### src/rtl/ufr_pkg.sv
// Shared register indexes and bit positions for the UART FIFO register block.
package ufr_pkg;
    typedef enum logic [2:0] {
        A_FCTL   = 3'd0,
        A_TRSTAT = 3'd1,
        A_ERR    = 3'd2,
        A_FSTAT  = 3'd3,
        A_TXD    = 3'd4,
        A_RXD    = 3'd5
    } ufr_addr_e;

    localparam int FC_EN    = 0;
    localparam int FC_RXRST = 1;
    localparam int FC_TXRST = 2;

    localparam int ERR_W    = 4;
    localparam int E_OVR    = 0;
    localparam int E_PAR    = 1;
    localparam int E_FRM    = 2;
    localparam int E_BRK    = 3;
endpackage

### src/rtl/ufr_byte_fifo.sv
// Circular byte queue with flush. Assumes DEPTH >= 2. A push into a full
// queue is accepted only when a pop happens in the same cycle. Flush wins
// over push and pop.
module ufr_byte_fifo #(
    parameter int DEPTH = 16,
    parameter int CW    = $clog2(DEPTH + 1)
) (
    input  logic          clk,
    input  logic          rst_n,
    input  logic          clr,
    input  logic          push,
    input  logic          pop,
    input  logic [7:0]    din,
    output logic [7:0]    dout,
    output logic [CW-1:0] count,
    output logic          full,
    output logic          empty
);
    localparam int PW = $clog2(DEPTH);

    logic [7:0]    mem [DEPTH];
    logic [PW-1:0] wp, rp;
    logic          do_push, do_pop;

    function automatic logic [PW-1:0] nxt(input logic [PW-1:0] p);
        return (p == PW'(DEPTH - 1)) ? '0 : p + 1'b1;
    endfunction

    assign full    = (count == CW'(DEPTH));
    assign empty   = (count == '0);
    assign do_pop  = pop && !empty;
    assign do_push = push && (!full || do_pop);
    assign dout    = mem[rp];

    // Store the incoming byte at the write pointer.
    always_ff @(posedge clk) begin
        if (do_push && !clr) mem[wp] <= din;
    end

    // Advance the pointers and the occupancy count.
    always_ff @(posedge clk) begin
        if (!rst_n || clr) begin
            wp    <= '0;
            rp    <= '0;
            count <= '0;
        end else begin
            if (do_push) wp <= nxt(wp);
            if (do_pop)  rp <= nxt(rp);
            count <= count + CW'(do_push) - CW'(do_pop);
        end
    end

    p_no_overflow_r5: assert property (@(posedge clk) disable iff (!rst_n)
        count <= CW'(DEPTH));
    p_full_drop_r5: assert property (@(posedge clk) disable iff (!rst_n)
        full && push && !pop && !clr |=> count == $past(count));
    p_flush_empties_r1: assert property (@(posedge clk) disable iff (!rst_n)
        clr |=> empty);
endmodule

### src/rtl/ufr_err_latch.sv
// Sticky receive error bits that clear when read. An error that arrives in
// the read cycle is kept for the next read.
module ufr_err_latch
    import ufr_pkg::*;
(
    input  logic             clk,
    input  logic             rst_n,
    input  logic             rd_clr,
    input  logic [ERR_W-1:0] set,
    output logic [ERR_W-1:0] err_q
);
    // Accumulate new errors and drop the old ones on a read.
    always_ff @(posedge clk) begin
        if (!rst_n) err_q <= '0;
        else        err_q <= (rd_clr ? '0 : err_q) | set;
    end

    p_clear_on_read_r7: assert property (@(posedge clk) disable iff (!rst_n)
        rd_clr && (set == '0) |=> err_q == '0);
endmodule

### src/rtl/uart_fifo_regs.sv
// FIFO control, status and error registers of a UART, with receive and
// transmit byte queues and the holding register used when queuing is off.
// Assumes DEPTH <= 255 so that the counts fit their 8-bit status fields.
module uart_fifo_regs
    import ufr_pkg::*;
#(
    parameter int DEPTH      = 16,
    parameter int TRIG_SCALE = 2
) (
    input  logic        clk,
    input  logic        rst_n,
    input  logic        reg_wr,
    input  logic        reg_rd,
    input  logic [2:0]  reg_addr,
    input  logic [31:0] reg_wdata,
    output logic [31:0] reg_rdata,
    input  logic        rx_valid,
    input  logic [7:0]  rx_byte,
    input  logic        rx_parity_err,
    input  logic        rx_frame_err,
    input  logic        rx_break,
    input  logic        tx_take,
    input  logic        tx_line_busy,
    output logic        tx_valid,
    output logic [7:0]  tx_data,
    output logic        tx_low,
    output logic        evt_rx,
    output logic        evt_err
);
    localparam int CW = $clog2(DEPTH + 1);

    logic             fen_q;
    logic [2:0]       rxtrig_q, txtrig_q;
    logic [7:0]       hold_q;
    logic             hready_q;
    logic             wr_fctl, wr_tx, rd_rx, rd_err;
    logic             rx_clr, tx_clr, rx_in, rx_push, rx_pop, rx_drop;
    logic             hold_ovr, empty_rd, tx_push, rx_ready;
    logic [7:0]       rx_in_byte, rx_dout;
    logic [CW-1:0]    rx_count, tx_count;
    logic             rx_full, rx_empty, tx_full, tx_empty;
    logic [ERR_W-1:0] err_set, err_q;
    logic [31:0]      fstat, trstat;

    assign wr_fctl    = reg_wr && (reg_addr == A_FCTL);
    assign wr_tx      = reg_wr && (reg_addr == A_TXD);
    assign rd_rx      = reg_rd && (reg_addr == A_RXD);
    assign rd_err     = reg_rd && (reg_addr == A_ERR);
    assign rx_clr     = wr_fctl && reg_wdata[FC_RXRST];
    assign tx_clr     = wr_fctl && reg_wdata[FC_TXRST];
    assign rx_in      = rx_valid || rx_break;
    assign rx_in_byte = rx_break ? 8'h00 : rx_byte;
    assign rx_push    = fen_q && rx_in;
    assign rx_pop     = fen_q && rd_rx;
    assign rx_drop    = fen_q && rx_in && rx_full && !(rd_rx && !rx_empty);
    assign empty_rd   = fen_q && rd_rx && rx_empty;
    assign hold_ovr   = !fen_q && rx_in && hready_q && !rd_rx;
    assign tx_push    = wr_tx && (fen_q || tx_empty);

    ufr_byte_fifo #(.DEPTH(DEPTH), .CW(CW)) u_rxq (
        .clk(clk), .rst_n(rst_n), .clr(rx_clr), .push(rx_push), .pop(rx_pop),
        .din(rx_in_byte), .dout(rx_dout), .count(rx_count),
        .full(rx_full), .empty(rx_empty));

    ufr_byte_fifo #(.DEPTH(DEPTH), .CW(CW)) u_txq (
        .clk(clk), .rst_n(rst_n), .clr(tx_clr), .push(tx_push), .pop(tx_take),
        .din(reg_wdata[7:0]), .dout(tx_data), .count(tx_count),
        .full(tx_full), .empty(tx_empty));

    assign err_set[E_OVR] = rx_drop || hold_ovr;
    assign err_set[E_PAR] = rx_valid && rx_parity_err;
    assign err_set[E_FRM] = rx_valid && rx_frame_err;
    assign err_set[E_BRK] = rx_break;

    ufr_err_latch u_err (
        .clk(clk), .rst_n(rst_n), .rd_clr(rd_err), .set(err_set), .err_q(err_q));

    // Control fields; the two flush bits are never stored.
    always_ff @(posedge clk) begin
        if (!rst_n) begin
            fen_q    <= 1'b0;
            rxtrig_q <= '0;
            txtrig_q <= '0;
        end else if (wr_fctl) begin
            fen_q    <= reg_wdata[FC_EN];
            rxtrig_q <= reg_wdata[6:4];
            txtrig_q <= reg_wdata[10:8];
        end
    end

    // Holding register used while queuing is off.
    always_ff @(posedge clk) begin
        if (!rst_n) begin
            hold_q   <= '0;
            hready_q <= 1'b0;
        end else if (!fen_q && rx_in) begin
            hold_q   <= rx_in_byte;
            hready_q <= 1'b1;
        end else if (!fen_q && rd_rx) begin
            hready_q <= 1'b0;
        end
    end

    // Registered event pulses toward the interrupt logic.
    always_ff @(posedge clk) begin
        if (!rst_n) begin
            evt_rx  <= 1'b0;
            evt_err <= 1'b0;
        end else begin
            evt_rx  <= fen_q ? (rx_in && !rx_drop && !rx_clr) : rx_in;
            evt_err <= rx_drop || hold_ovr || empty_rd;
        end
    end

    assign rx_ready = fen_q ? !rx_empty : hready_q;
    assign tx_valid = !tx_empty;
    assign tx_low   = fen_q && (int'(tx_count) <= int'(txtrig_q) * TRIG_SCALE);
    assign trstat   = {29'd0, tx_empty && !tx_line_busy, tx_empty, rx_ready};
    assign fstat    = {7'd0, tx_full, 8'(tx_count), 6'd0, (err_q != '0),
                       rx_full, rx_full ? 8'd0 : 8'(rx_count)};

    // Read data multiplexer.
    always_comb begin
        case (reg_addr)
            A_FCTL:   reg_rdata = {21'd0, txtrig_q, 1'b0, rxtrig_q, 3'b000, fen_q};
            A_TRSTAT: reg_rdata = trstat;
            A_ERR:    reg_rdata = {28'd0, err_q};
            A_FSTAT:  reg_rdata = fstat;
            A_RXD:    reg_rdata = fen_q ? (rx_empty ? 32'd0 : {24'd0, rx_dout})
                                        : {24'd0, hold_q};
            default:  reg_rdata = 32'd0;
        endcase
    end

    p_empty_read_zero_r4: assert property (@(posedge clk) disable iff (!rst_n)
        rd_rx && fen_q && !trstat[0] |-> reg_rdata == 32'd0);
    p_break_stored_r6: assert property (@(posedge clk) disable iff (!rst_n)
        rx_break && fen_q && !rx_full && !rx_clr |=> !rx_empty);
    p_full_reads_zero_r2: assert property (@(posedge clk) disable iff (!rst_n)
        (rx_count == CW'(DEPTH)) |-> fstat[8] && (fstat[7:0] == 8'd0));
endmodule

### config.mk
export PLATFORM = sky130hd
export DESIGN_NAME = uart_fifo_regs
export DESIGN_NICKNAME = d
export VERILOG_FILES = /design/src/rtl/ufr_pkg.sv /design/src/rtl/ufr_byte_fifo.sv /design/src/rtl/ufr_err_latch.sv /design/src/rtl/uart_fifo_regs.sv
export SDC_FILE = /design/constraint.sdc
export NUM_CORES = 1
export LEC_CHECK = 0
export CORE_ASPECT_RATIO = 0.6
export CORE_UTILIZATION = 55
export DETAILED_ROUTE_END_ITERATION = 6
export DONT_BUFFER_PORTS = 1
export PLACE_DENSITY = 0.72
export SYNTH_ARGS = -nofsm -noshare
export SYNTH_HDL_FRONTEND = slang
export SYNTH_SLANG_ARGS = --single-unit
### constraint.sdc
create_clock -name clk -period 3.7 [get_ports clk]
set_input_delay 0.555 -clock clk [delete_from_list [all_inputs] [get_ports clk]]
set_output_delay 0.555 -clock clk [all_outputs]
set_load 0.01 [all_outputs]
After elaboration in Yosys (flattened, before gate mapping) --
Memory sizes are Yosys's and may differ from the RTL's. A register that Yosys moved wholly into a read port is not among the register bits. Cells that the tools add are included.
Word-level totals: register bits after elaboration 48, bits in writable memories 256, input port bits 53, word-level logic and storage cells 113, memories 2
Memories:
- u_rxq.mem | words 16, width 8, read ports 1, clocked after Yosys merged registers in 1, wr ports 1, line ufr_byte_fifo.sv:21 | logic [7:0] mem [DEPTH];
- u_txq.mem | words 16, width 8, read ports 1, clocked after Yosys merged registers in 1, wr ports 1, line ufr_byte_fifo.sv:21
Operators by class: add/subtract/negate cells 8, magnitude comparators 1, equality and inequality tests 11, muxes and demuxes 22, bitwise operators 1, reductions and logical operators 54
Operators by type and width (count):
- $pmux W25 S5 | 1
- $mux W4 | 9
- $logic_and A1 B1 Y1 | 29
- $mux W8 | 3
- $add A4 B1 Y4 const B | 4
- $eq A4 B4 Y1 const B | 4
- $logic_not A1 Y1 | 12
- $add A5 B1 Y5 | 2
- $eq A5 B5 Y1 const B | 2
- $logic_not A5 Y1 | 2
- $sub A5 B1 Y5 | 2
- $logic_or A1 B1 Y1 | 8
- $mux W1 | 8
- $eq A3 B2 Y1 const B | 2
- $eq A3 B3 Y1 const B | 2
- $le A5 B4 Y1 | 1
- $mux W5 | 1
- $or A4 B4 Y4 | 1
- $reduce_bool A4 Y1 | 1
- $eq A3 B1 Y1 const B | 1
- $logic_not A3 Y1 | 1
- $reduce_bool A2 Y1 | 1

Logic depth before layout (Yosys ltp) --
word-level depth 9, gate-level depth with buffers 13

Modules after synthesis --
Synthesis repeated with hierarchy kept, for this count alone.
Second synthesis, totals: cells, all modules 803, area, all modules 13207.7 um^2
By module, submodules not included:
- ufr_byte_fifo | instances 2, cells an instance 305, area each 5829.3 um^2, seq. area each 4184.0 um^2
- uart_fifo_regs | instances 1, cells an instance 181, area each 1413.9 um^2, seq. area each 360.3 um^2
- ufr_err_latch | instances 1, cells an instance 12, area each 135.1 um^2, seq. area each 80.1 um^2

Worst setup path after synthesis --
No wires, ideal clock.
path type input to register, from input port reg_addr[1], to memory u_rxq.mem[3][0], enable pin, library setup time 0.383 ns, arrival time 2.236 ns, data required time 3.317 ns, path slack 1.081 ns, cell stages on the path 6, cell sequence buf_2 -> nand4b_2 -> a21oi_2 -> and2_1 -> nand2_1 -> nor3_1
On the way: cells in the longest elaborated chain, start to end 9, elaborated cells on any way between the ends 13, classes of those cells eq/ne: 1; mux: 2; reduce/logical: 10
Ends and longest elaborated chain:
- start: declaration | line uart_fifo_regs.sv:14 | input logic [2:0] reg_addr,
- $eq A3 B3 Y1 | line uart_fifo_regs.sv:47 | assign rd_rx = reg_rd && (reg_addr == A_RXD);
- $logic_and A1 B1 Y1 | line uart_fifo_regs.sv:47
- $logic_and A1 B1 Y1 | line uart_fifo_regs.sv:54 | assign rx_pop = fen_q && rd_rx;
- $logic_and A1 B1 Y1 | line ufr_byte_fifo.sv:31 | assign do_pop = pop && !empty;
- $logic_or A1 B1 Y1 | line ufr_byte_fifo.sv:32 | assign do_push = push && (!full || do_pop);
- $logic_and A1 B1 Y1 | line ufr_byte_fifo.sv:32
- net u_rxq.do_push | line ufr_byte_fifo.sv:23 | logic do_push, do_pop;
- $logic_and A1 B1 Y1 | line ufr_byte_fifo.sv:37 | if (do_push && !clr) mem[wp] <= din;
- $mux W1 | line ufr_byte_fifo.sv:37
- $mux W1 (not written as such) | line ufr_byte_fifo.sv:37
- end: declaration | line ufr_byte_fifo.sv:21
The timed path passes the listed nets, and every way through them passes these cells.

Worst setup path after layout --
from register fen_q, to output port reg_rdata[2]
On the way: cells in the longest elaborated chain, start to end 2
Ends and longest elaborated chain:
- start: declaration | line uart_fifo_regs.sv:32 | logic fen_q;
- start signal: assignment | line uart_fifo_regs.sv:85 | fen_q <= reg_wdata[FC_EN];
- $mux W8 | line uart_fifo_regs.sv:129 | A_RXD: reg_rdata = fen_q ? (rx_empty ? 32'd0 : {24'd0, rx_dout})
- $pmux W25 S5 | line uart_fifo_regs.sv:124 | case (reg_addr)
- end: declaration | line uart_fifo_regs.sv:16 | output logic [31:0] reg_rdata,
No other way between the ends.

==> results.md <==
- Outcome: completed
- H-Tree Depth: 1
- Synth Area in Simple Gates: 0.0763
- Worst-Margin Slew: 1380 ps
- Worst Setup SP: fen_q
- Post-DP HPWL: 20,100 um
- Post-Synth Adder-Cell Area: 0.0260
- Avg Cell Area, Syn: 15.9 sq um
- Commonest non-fill, non-tap cell in the layout: edfxtp_1
- Clock Tree Buf Depth: 3
- Clk_lat worst skew: 530 ps
- Share of the synthesized area in the top cell type: 0.587
- Largest family of logic cells by synthesized area: multiplexers
- CTS clock-pin slew for the worst setup and hold paths: 70 ps
- CTS Root Cell: clkbuf_16
- CP Launch Type: flop
- Post-synthesis mux area share: 0.131
- Seq/Total Area, Yosys: 0.673
- Reg-to-Reg Start: fen_q
- Post-cts hold buffer count: 0
- Worst reg2reg path depth: 5
- Wire per inst: 24.8 um
- Final hold vios: 0
- Diode count: 0
- Pwr dens: 527 nW/um^2
- Setup bufs post-CTS: 0
- Most frequent cells in the layout: edfxtp_1 (256), mux4_2 (69), nand2_1 (61), dfxtp_1 (54), nor2_1 (44)
- Tot Pwr: 7.56 mW
- Skew final: 6.25 ps
- Flop-to-flop setup slack: 600 ps
- IO Pins: 97
- Ys Warns: 0
- Via density per instance: 6.23
- Fin crit share: 0.954
- GRT overflow: 0
- CTS sink cnt: 312
- Setup_tns: 0 ps
- Worst Path Max Fanout: 12
- Synthesis-to-layout area growth: 9.60%
- TritonCTS buffer count: 27
- EDFF count, synth: 256
- CTS tree: done
- Initial antenna violation count: 2
- Critical path endpoint: reg_rdata[2]
- Reg2reg end: u_txq.mem[15][3]
- Vert. Die Dim: 121 um
- Number of port buffers: 0
- Die width: 201 um
- Global placer's final weighted congestion: 0.905
- Final antenna-violating net count: 0
- Initial core utilization: 0.563
- Synth Area in XOR/XNOR: 0.00602
- Final Max Tran Viols: 0
- Max_slew headroom: 0.0792
- Total track usage: 0.242
- Maximum VDD drop: 0.269 mV
- Share of cells above drive strength 1: 0.184
- First-pass DRT Iterations: 5
- Post-synth top flop: edfxtp_1
- CP arrival: 2980 ps
- Largest net degree at the start of global routing: 49
- Synth Register Bits: 312
- Rows: 43
- Critical path type: reg -> out
- CP Capture Type: output port
- Nets: 918
- PostCTS Resize Cnt: 0
- Netlist cell types: 56
- Final setup fails: 0
- Routed WL: 29,100 um
- Complex-gate fraction of the synthesized area: 0.0559
- Die footprint: 24,400 sq um
- Min Clock Period, post-route: 3530 ps
- Post-synth top area cell: edfxtp_1
- Via count: 7,323
- CP required: 3140 ps
- Highest clock rate: 283 MHz
- Dominant cells by area after synthesis: edfxtp_1 (59%), mux4_2 (12%), dfxtp_1 (8.6%), ha_1 (2.3%), nand2_1 (1.7%)
- Vias in the first global route: 7,045
- HP Class: in -> reg
- First-pass GRT wire length: 43,400 um
- Leakage power: 4.66 nW
- Async set-reset flop share out of synthesis: 0
- # Max-Cap Violations: 0
- Post-synthesis cell area: 13,100 sq um
- Unrepaired setup endpoints after global routing: false
- Iteration-0 DRC Markers: 910
- Drt drc: 0
- Post-Syn Instances: 821
- Core Region: 23,200 sq um
-- flip-flops by register name, indices dropped and copies added (netlist names), 5 cells and up, named ones only --
signal       cells
hold_q           8
u_txq.mem      128
u_rxq.count      5
u_rxq.mem      128
u_txq.count      5
-- metal layers --
metal,vias to the layer above,track usage,wire [um]
met2,363,0.322,12000
met4,0,0.0391,333
met3,25,0.0806,3840
met1,3758,0.386,12900
li1,3177,-,-
met5,-,0,0
-- how the worst min path moves through the flow --
stage                             endpoint         start  slack, ps  depth (start not counted)
after global placement           hold_q[3]     hold_q[3]        450                          2
after floorplan                  hold_q[3]     hold_q[3]        440                          2
after global routing      u_txq.mem[13][6]  reg_wdata[6]        100                          0
after CTS                 u_txq.mem[13][6]  reg_wdata[6]         90                          0
after detailed placement         hold_q[2]     hold_q[2]        460                          2
final                      u_txq.mem[3][2]  reg_wdata[2]        120                          0
-- per-stage QoR --
stage / utilization / cell area [sq um] / worst slack [ps] / std cells / hold slack [ps]
after global routing: 0.617 / 14300 / 114 / 1175 / 99.0
final: 0.617 / 14300 / 170 / 1175 / 116
after global placement: 0.579 / 13500 / 791 / 1124 / 447
after detailed placement: 0.579 / 13500 / 703 / 1124 / 460
after CTS: 0.617 / 14300 / 277 / 1174 / 94.1
after floorplan: - / 13100 / 1080 / 835 / 439
-- layout make-up --
cell class                 count  area (sq um)
multi-input combinational    438          3920
clock buffer                  39           761
inverter                      33           124
sequential                   312          8810
timing repair buffer          27           219
tap                          315           394
fill                        1655          8900
clock inverter                11           111
-- power by group --
part | internal [mW] | total, mW | switching [mW]
Sequential | 3.85 | 3.93 | 0.0841
Clock | 1.57 | 2.78 | 1.21
Combinational | 0.401 | 0.848 | 0.448
-- cells in the mapped netlist, types with 5 or more instances --
| cell type | n |
|---|---|
| a211oi_1 | 5 |
| a21boi_0 | 18 |
| a21oi_1 | 26 |
| a22oi_1 | 8 |
| and3_1 | 16 |
| buf_1 | 7 |
| buf_2 | 10 |
| buf_4 | 21 |
| clkbuf_1 | 14 |
| dfxtp_1 | 56 |
| edfxtp_1 | 256 |
| ha_1 | 24 |
| inv_1 | 30 |
| mux2_2 | 9 |
| mux2i_1 | 6 |
| mux4_2 | 69 |
| nand2_1 | 61 |
| nand2b_1 | 6 |
| nand3b_1 | 5 |
| nor2_1 | 44 |
| nor2b_1 | 20 |
| nor3_1 | 17 |
| nor4_1 | 5 |
| o21ai_0 | 10 |
| o22ai_1 | 7 |
| xor2_1 | 6 |
-- cell families after synthesis --
kind of cell               count (synthesis)
other                                      1
adders and majority gates                 26
muxes                                     84
buffers and inverters                     85
DFF                                      312
and+or+nand+nor                          195
xor gates and xnor gates                   9
AOI/OAI and AO/OA                        109
-- critical path: stages (launching register included) --
cell,delay [ps]
dfxtp_1,590
clkinv_1,400
or3_1,490
o41ai_1,390
o21ai_0,230
a22oi_1,340
Power figures use the tool's default switching activity.
